<file path="config.mk">
export PLATFORM = sky130hd
export DESIGN_NAME = shader_flow_seq
export DESIGN_NICKNAME = d
export VERILOG_FILES = /design/src/rtl/fcs_pkg.sv /design/src/rtl/fcs_frame_stack.sv /design/src/rtl/fcs_ctrl.sv /design/src/rtl/fcs_datapath.sv /design/src/rtl/shader_flow_seq.sv
export SDC_FILE = /design/constraint.sdc
export NUM_CORES = 1
export LEC_CHECK = 0
export ABC_CLOCK_PERIOD_IN_PS = 5100
export BUFFER_PORTS_ARGS = -buffer_cell sky130_fd_sc_hd__buf_2
export CAP_MARGIN = 20
export CORE_MARGIN = 2
export CORE_UTILIZATION = 62
export CTS_CLUSTER_SIZE = 12
export DETAILED_ROUTE_END_ITERATION = 8
export GPL_TIMING_DRIVEN = 0
export PLACE_DENSITY = 0.81
export SLEW_MARGIN = 20
export SYNTH_ARGS = -nofsm -noshare
export SYNTH_HDL_FRONTEND = slang
export SYNTH_SLANG_ARGS = --single-unit
</file>
<file path="constraint.sdc">
create_clock -name clk -period 5.1 [get_ports clk]
set_input_delay 0.765 -clock clk [delete_from_list [all_inputs] [get_ports clk]]
set_output_delay 0.765 -clock clk [all_outputs]
set_load 0.01 [all_outputs]
</file>
<file path="src/rtl/fcs_pkg.sv">
package fcs_pkg;
  localparam int ADDR_W = 12;
  localparam int CNT_W  = 8;
  localparam int LEN_W  = 8;
  localparam int UNI_W  = 3 * CNT_W;

  typedef logic [ADDR_W-1:0] addr_t;
  typedef logic [CNT_W-1:0]  cnt_t;

  typedef struct packed {
    addr_t endA;
    addr_t retA;
    cnt_t  rep;
    cnt_t  inc;
    addr_t loopA;
  } frame_t;

  typedef enum logic [3:0] {
    OP_STEP  = 4'd0,
    OP_END   = 4'd1,
    OP_CALL  = 4'd2,
    OP_CALLC = 4'd3,
    OP_CALLU = 4'd4,
    OP_IFC   = 4'd5,
    OP_IFU   = 4'd6,
    OP_LOOP  = 4'd7,
    OP_JMPC  = 4'd8,
    OP_JMPU  = 4'd9
  } op_e;

  typedef enum logic [2:0] {
    PC_HOLD, PC_INC, PC_TGT, PC_RET, PC_LOOP, PC_LOAD
  } pcsel_e;

  typedef enum logic [1:0] {
    FK_CALL, FK_IFT, FK_IFF, FK_LOOP
  } fkind_e;

  typedef struct packed {
    pcsel_e pcSel;
    fkind_e kind;
    logic   push;
    logic   pop;
    logic   decRep;
    logic   addInc;
    logic   loadCnt;
    logic   clrCnt;
    logic   clrStack;
    logic   setOvf;
    logic   clrOvf;
  } strobe_t;
endpackage

</file>
<file path="src/rtl/fcs_frame_stack.sv">
module fcs_frame_stack
  import fcs_pkg::*;
#(
  parameter int DEPTH = 4
) (
  input  logic   clk,
  input  logic   rstN,
  input  logic   clr,
  input  logic   push,
  input  logic   pop,
  input  logic   decRep,
  input  frame_t pushFrame,
  output frame_t topFrame,
  output logic   topValid,
  output logic   full
);
  localparam int CW = $clog2(DEPTH + 1);

  logic [CW-1:0] count;
  frame_t        slots [DEPTH];

  generate
    for (genvar i = 0; i < DEPTH; i++) begin : g_slot
      always_ff @(posedge clk or negedge rstN) begin
        if (!rstN) begin
          slots[i] <= '0;
        end else if (push && !full && count == CW'(i)) begin
          slots[i] <= pushFrame;
        end else if (decRep && count == CW'(i + 1)) begin
          slots[i].rep <= slots[i].rep - 1'b1;
        end
      end
    end
  endgenerate

  always_ff @(posedge clk or negedge rstN) begin
    if (!rstN) begin
      count <= '0;
    end else if (clr) begin
      count <= '0;
    end else if (push && !full) begin
      count <= count + 1'b1;
    end else if (pop && topValid) begin
      count <= count - 1'b1;
    end
  end

  always_comb begin
    topFrame = '0;
    for (int i = 0; i < DEPTH; i++) begin
      if (count == CW'(i + 1)) topFrame = slots[i];
    end
  end

  assign topValid = (count != '0);
  assign full     = (count == CW'(DEPTH));
endmodule

</file>
<file path="src/rtl/fcs_ctrl.sv">
module fcs_ctrl
  import fcs_pkg::*;
(
  input  logic       clk,
  input  logic       rstN,
  input  logic       start,
  input  logic [3:0] opClass,
  input  logic       condOk,
  input  logic       boolUni,
  input  logic       atEnd,
  input  logic       topRepZero,
  input  logic       stackFull,
  output strobe_t    st,
  output logic       running,
  output logic       fetchEn
);
  op_e  op;
  logic take;
  logic haltNow;

  assign op = op_e'(opClass);

  always_comb begin
    st       = '0;
    st.pcSel = PC_HOLD;
    st.kind  = FK_CALL;
    fetchEn  = 1'b0;
    take     = 1'b0;
    haltNow  = 1'b0;
    if (start) begin
      st.pcSel    = PC_LOAD;
      st.clrCnt   = 1'b1;
      st.clrStack = 1'b1;
      st.clrOvf   = 1'b1;
    end else if (running) begin
      if (atEnd) begin
        st.addInc = 1'b1;
        if (topRepZero) begin
          st.pop   = 1'b1;
          st.pcSel = PC_RET;
        end else begin
          st.decRep = 1'b1;
          st.pcSel  = PC_LOOP;
        end
      end else begin
        fetchEn = 1'b1;
        case (op)
          OP_END: haltNow = 1'b1;
          OP_CALL, OP_CALLC, OP_CALLU: begin
            take = (op == OP_CALL) || (op == OP_CALLC && condOk) ||
                   (op == OP_CALLU && boolUni);
            if (!take) begin
              st.pcSel = PC_INC;
            end else if (stackFull) begin
              st.setOvf = 1'b1;
              st.pcSel  = PC_INC;
            end else begin
              st.push  = 1'b1;
              st.kind  = FK_CALL;
              st.pcSel = PC_TGT;
            end
          end
          OP_IFC, OP_IFU: begin
            take = (op == OP_IFC) ? condOk : boolUni;
            if (stackFull) begin
              st.setOvf = 1'b1;
              st.pcSel  = PC_INC;
            end else begin
              st.push  = 1'b1;
              st.kind  = take ? FK_IFT : FK_IFF;
              st.pcSel = take ? PC_INC : PC_TGT;
            end
          end
          OP_LOOP: begin
            st.pcSel = PC_INC;
            if (stackFull) begin
              st.setOvf = 1'b1;
            end else begin
              st.push    = 1'b1;
              st.kind    = FK_LOOP;
              st.loadCnt = 1'b1;
            end
          end
          OP_JMPC, OP_JMPU: begin
            take     = (op == OP_JMPC) ? condOk : boolUni;
            st.pcSel = take ? PC_TGT : PC_INC;
          end
          default: st.pcSel = PC_INC;
        endcase
      end
    end
  end

  always_ff @(posedge clk or negedge rstN) begin
    if (!rstN) begin
      running <= 1'b0;
    end else if (start) begin
      running <= 1'b1;
    end else if (haltNow) begin
      running <= 1'b0;
    end
  end
endmodule

</file>
<file path="src/rtl/fcs_datapath.sv">
module fcs_datapath
  import fcs_pkg::*;
#(
  parameter int DEPTH = 4
) (
  input  logic             clk,
  input  logic             rstN,
  input  strobe_t          st,
  input  logic [ADDR_W-1:0] startPc,
  input  logic [ADDR_W-1:0] flowTgt,
  input  logic [LEN_W-1:0]  flowLen,
  input  logic [UNI_W-1:0]  intUni,
  output logic [ADDR_W-1:0] pc,
  output logic [CNT_W-1:0]  loopCnt,
  output logic             overflow,
  output logic             atEnd,
  output logic             topRepZero,
  output logic             stackFull,
  output frame_t           topFrame
);
  addr_t  pcInc;
  addr_t  tgtEnd;
  addr_t  tgtInc;
  cnt_t   passCnt;
  cnt_t   initCnt;
  cnt_t   stepCnt;
  frame_t pushFrame;
  logic   topValid;

  assign pcInc   = pc + 1'b1;
  assign tgtEnd  = flowTgt + ADDR_W'(flowLen);
  assign tgtInc  = flowTgt + 1'b1;
  assign passCnt = intUni[CNT_W-1:0];
  assign initCnt = intUni[2*CNT_W-1:CNT_W];
  assign stepCnt = intUni[3*CNT_W-1:2*CNT_W];

  always_comb begin
    pushFrame = '0;
    case (st.kind)
      FK_CALL: begin
        pushFrame.endA  = tgtEnd;
        pushFrame.retA  = pcInc;
        pushFrame.loopA = flowTgt;
      end
      FK_IFT: begin
        pushFrame.endA  = flowTgt;
        pushFrame.retA  = tgtEnd;
        pushFrame.loopA = pcInc;
      end
      FK_IFF: begin
        pushFrame.endA  = tgtEnd;
        pushFrame.retA  = tgtEnd;
        pushFrame.loopA = flowTgt;
      end
      default: begin
        pushFrame.endA  = tgtInc;
        pushFrame.retA  = tgtInc;
        pushFrame.rep   = passCnt;
        pushFrame.inc   = stepCnt;
        pushFrame.loopA = pcInc;
      end
    endcase
  end

  fcs_frame_stack #(.DEPTH(DEPTH)) stack_i (
    .clk      (clk),
    .rstN     (rstN),
    .clr      (st.clrStack),
    .push     (st.push),
    .pop      (st.pop),
    .decRep   (st.decRep),
    .pushFrame(pushFrame),
    .topFrame (topFrame),
    .topValid (topValid),
    .full     (stackFull)
  );

  assign atEnd      = topValid && (pc == topFrame.endA);
  assign topRepZero = (topFrame.rep == '0);

  always_ff @(posedge clk or negedge rstN) begin
    if (!rstN) begin
      pc <= '0;
    end else begin
      case (st.pcSel)
        PC_INC:  pc <= pcInc;
        PC_TGT:  pc <= flowTgt;
        PC_RET:  pc <= topFrame.retA;
        PC_LOOP: pc <= topFrame.loopA;
        PC_LOAD: pc <= startPc;
        default: pc <= pc;
      endcase
    end
  end

  always_ff @(posedge clk or negedge rstN) begin
    if (!rstN) begin
      loopCnt <= '0;
    end else if (st.clrCnt) begin
      loopCnt <= '0;
    end else if (st.loadCnt) begin
      loopCnt <= initCnt;
    end else if (st.addInc) begin
      loopCnt <= loopCnt + topFrame.inc;
    end
  end

  always_ff @(posedge clk or negedge rstN) begin
    if (!rstN) begin
      overflow <= 1'b0;
    end else if (st.clrOvf) begin
      overflow <= 1'b0;
    end else if (st.setOvf) begin
      overflow <= 1'b1;
    end
  end
endmodule

</file>
<file path="src/rtl/shader_flow_seq.sv">
module shader_flow_seq
  import fcs_pkg::*;
#(
  parameter int DEPTH = 4
) (
  input  logic        clk,
  input  logic        rstN,
  input  logic        start,
  input  logic [11:0] startPc,
  input  logic [3:0]  opClass,
  input  logic [11:0] flowTgt,
  input  logic [7:0]  flowLen,
  input  logic        condOk,
  input  logic        boolUni,
  input  logic [23:0] intUni,
  output logic [11:0] pc,
  output logic        fetchEn,
  output logic [7:0]  loopCnt,
  output logic        running,
  output logic        overflow
);
  strobe_t st;
  logic    atEnd;
  logic    topRepZero;
  logic    stackFull;
  frame_t  topFrame;

  fcs_ctrl ctrl_i (
    .clk       (clk),
    .rstN      (rstN),
    .start     (start),
    .opClass   (opClass),
    .condOk    (condOk),
    .boolUni   (boolUni),
    .atEnd     (atEnd),
    .topRepZero(topRepZero),
    .stackFull (stackFull),
    .st        (st),
    .running   (running),
    .fetchEn   (fetchEn)
  );

  fcs_datapath #(.DEPTH(DEPTH)) dp_i (
    .clk       (clk),
    .rstN      (rstN),
    .st        (st),
    .startPc   (startPc),
    .flowTgt   (flowTgt),
    .flowLen   (flowLen),
    .intUni    (intUni),
    .pc        (pc),
    .loopCnt   (loopCnt),
    .overflow  (overflow),
    .atEnd     (atEnd),
    .topRepZero(topRepZero),
    .stackFull (stackFull),
    .topFrame  (topFrame)
  );
endmodule

</file>
==> impl_metrics.json <==
{
  "cellLeakagePower_uw": 0.00681,
  "io_buffer_count": 83,
  "ant_nets": 0,
  "syn_avg_cell_area_sq_um": 9.55,
  "drv_cap": 0,
  "drtIter0Drc": 1353,
  "slowest_stage": "a221oi_1",
  "start_kind": "register",
  "maxSlewViolCount": 0,
  "grt_max_degree": 105,
  "ios": 88,
  "initial_core_util_pct": 62.6,
  "final_cell_area_sq_um": 15200,
  "root_buffer": "clkbuf_16",
  "crit_type": "reg -> out",
  "finalPower_uw": 5550,
  "run_status": "complete, no violations",
  "min_period_ns": 4.99,
  "antenna_found_initial": 1,
  "dpl_cell_area_sq_um": 14400,
  "path_buf_inv": 10,
  "synth-main-ff-cell": "dfrtp_1",
  "finalCritPeriodShare_pct": 97.9,
  "wirelength_microns": 44400,
  "rsz0062_at_grt": "true",
  "coreArea_sq_um": 21600,
  "grt_pass1_wl_microns": 68100,
  "fmaxAchievable_ghz": 0.200,
  "clk_pin_slew_worst_paths_ns": 0.06,
  "synth.top_cell.area_share_pct": 43.1,
  "synthTopCellsByArea": "dfrtp_1 (43%), nand2_1 (6.5%), o21ai_0 (5.6%)",
  "required_ns": 4.34,
  "place.gp.congestion": 1.00,
  "syn_nets": 1510,
  "fp-row-count": 54,
  "finalSetupViolations": 0,
  "die_w_microns": 152,
  "first_pass_iters": 5,
  "cts_buffers": 25,
  "fin_worst_skew_ns": 0.0287,
  "regToRegSetupSlack_ns": 0.30,
  "tritoncts": "yes",
  "crit_family": "buffers and inverters",
  "min_path_type": "in -> async",
  "max_slew_margin_pct": 34.5,
  "worst_pin_slew_ns": 0.973,
  "crit_arrival_ns": 4.23,
  "synth-edff-count": 0,
  "drive_gt1_share_pct": 19.0,
  "fp.dieH_microns": 152,
  "cts-htree-levels": 1,
  "drc": 0,
  "yosysTopAreaCell": "dfrtp_1",
  "area.growth.synth_to_final_pct": 12.2,
  "crit_path_cell_trace": "buf_6, buf_8, inv_1, ha_1, buf_6, buf_2, a221oi_1, a21oi_1, xor2_1, nor4_4, buf_4, nand2_2, nand2_2, inv_2, buf_6, buf_6, buf_2",
  "cts_buffer_depth": 3,
  "layout.nets": 1628,
  "synth_seq_cells": 233,
  "finalSetupTns_ns": 0,
  "hold_ws_ns": 0.172,
  "crit_top_cell": "buf_6",
  "ys_types": 90,
  "ir_drop_v": 0.000337,
  "yosysSeqAreaShare_pct": 43.1,
  "ys_async_sr_fraction_pct": 100,
  "wire_per_inst_microns": 24.3,
  "powerDensity_nw_per_um2": 365,
  "track_usage_pct": 39.2,
  "dpl.hpwl_microns": 32400,
  "hold_viol_final": 0,
  "synth_area_sq_um": 13500,
  "syn_inst": 1416,
  "end_kind": "output pin",
  "cts_num_sinks": 233,
  "gr-total-overflow": 0,
  "die-area_sq_um": 23000,
  "slowest_delay_ns": 0.53,
  "vias": 12300,
  "netlist_top_cells_count": "nand2_1 (236), dfrtp_1 (233), o21ai_0 (151)",
  "clkLatencyLatePin_ns": 0.54,
  "yosysMostFrequentCell": "nand2_1",
  "postCtsHoldBufs": 0,
  "viasPerCell": 6.74,
  "crit_fanout": 10,
  "grt_pass1_vias": 11900,
  "antenna_cells": 0,
  "yosys_warnings": 0
}
-- path summary, 6_finish.rpt --
path,from,end,cells after the start
min in group clk,dp_i.stack_i.slots[151]$_DFFE_PN0P_,dp_i.stack_i.slots[151]$_DFFE_PN0P_,2
setup / recovery,dp_i.stack_i.count[2]$_DFFE_PN0P_,fetchEn,17
hold / removal,rstN,dp_i.stack_i.count[1]$_DFFE_PN0P_,1
hold reg to reg,dp_i.stack_i.slots[151]$_DFFE_PN0P_,dp_i.stack_i.slots[151]$_DFFE_PN0P_,2
setup reg to reg,dp_i.stack_i.count[2]$_DFFE_PN0P_,dp_i.loopCnt[7]$_DFFE_PN0P_,21
max in group asynchronous,rstN,dp_i.stack_i.slots[135]$_DFFE_PN0P_,3
-- through the flow --
stage / utilization (%) / worst slack, ns / std cells
2_1_floorplan: - / 0.826 / 1416
3_3_place_gp: 66.1 / -0.739 / 1779
3_5_place_dp: 66.4 / -0.482 / 1781
4_1_cts: 70.0 / 0.00902 / 1822
5_1_grt: 70.2 / -0.0101 / 1828
6_report: 70.2 / 0.110 / 1828
-- worst reg2reg max path: cells and delay by family (launching register included) --
family | cells | cell delay (ns)
muxes | 1 | 0.15
DFF | 1 | 0.43
adders and majority gates | 2 | 0.46
AOI/OAI and AO/OA | 8 | 1.32
xor gates and xnor gates | 1 | 0.17
buffers and inverters | 9 | 2.13
-- placed cells by master (no fill, tap or decap), types with 16 or more instances in the layout --
cell and n:
nand2_1 236, nor3_1 18, nor2_1 81, and3_1 16, a22oi_1 42, nand3_1 44
clkbuf_16 25, a21oi_1 61, dfrtp_1 233, inv_1 21, xor2_1 27, mux2_2 57
o21ai_1 31, ha_1 27, o21ai_0 150, clkbuf_1 46, xnor2_1 39, buf_2 107
-- final cells by class --
class	count	area, sq um
multi-input cells	1064	7100
fillers	1681	6440
flip-flops and latches	233	5830
clock buffers	38	724
repair buffers	91	526
plain buffers	96	522
well taps	280	350
inverters	23	86.3
clock inverters	3	43.8
-- logic make-up after synthesis --
family	synth area share, %
AOI/OAI and AO/OA	19.4
buffers and inverters	4.42
adders and majority gates	2.79
xor gates and xnor gates	4.27
and+or+nand+nor	16.7
DFF	43.1
muxes	9.24
-- state kept, by name, indices dropped and copies added, names as in the netlist --
| name | cells |
|---|---|
| dp_i.pc | 12 |
| ctrl_i.running | 1 |
| dp_i.stack_i.slots | 208 |
| dp_i.overflow | 1 |
| dp_i.stack_i.count | 3 |
| dp_i.loopCnt | 8 |
-- repair_timing --
| item | CTS | global route |
|---|---|---|
| buffers inserted | 0 | 6 |
| gates resized for setup | 3 | 9 |
| setup endpoints to repair | 3 | 4 |
| gates cloned | 0 | 0 |
| pin swaps | 0 | 3 |
-- metal layers --
| metal | wire (microns) | vias up | global-route usage [%] |
|---|---|---|---|
| met1 | 17400 | 6072 | 53.1 |
| met3 | 4770 | 139 | 9.07 |
| met4 | 2010 | 2 | 17.0 |
| met5 | 12 | - | 0 |
| li1 | - | 5340 | - |
| met2 | 20300 | 762 | 60.5 |
-- power by group --
group / leakage [uW] / switching (uW) / internal [uW]
sequential: 0.00310 / 261 / 2210
clock: 0.000376 / 739 / 1020
combinational: 0.00333 / 801 / 515
total: 0.00681 / 1800 / 3750
Note: power is estimated with default switching activity, not from simulation.
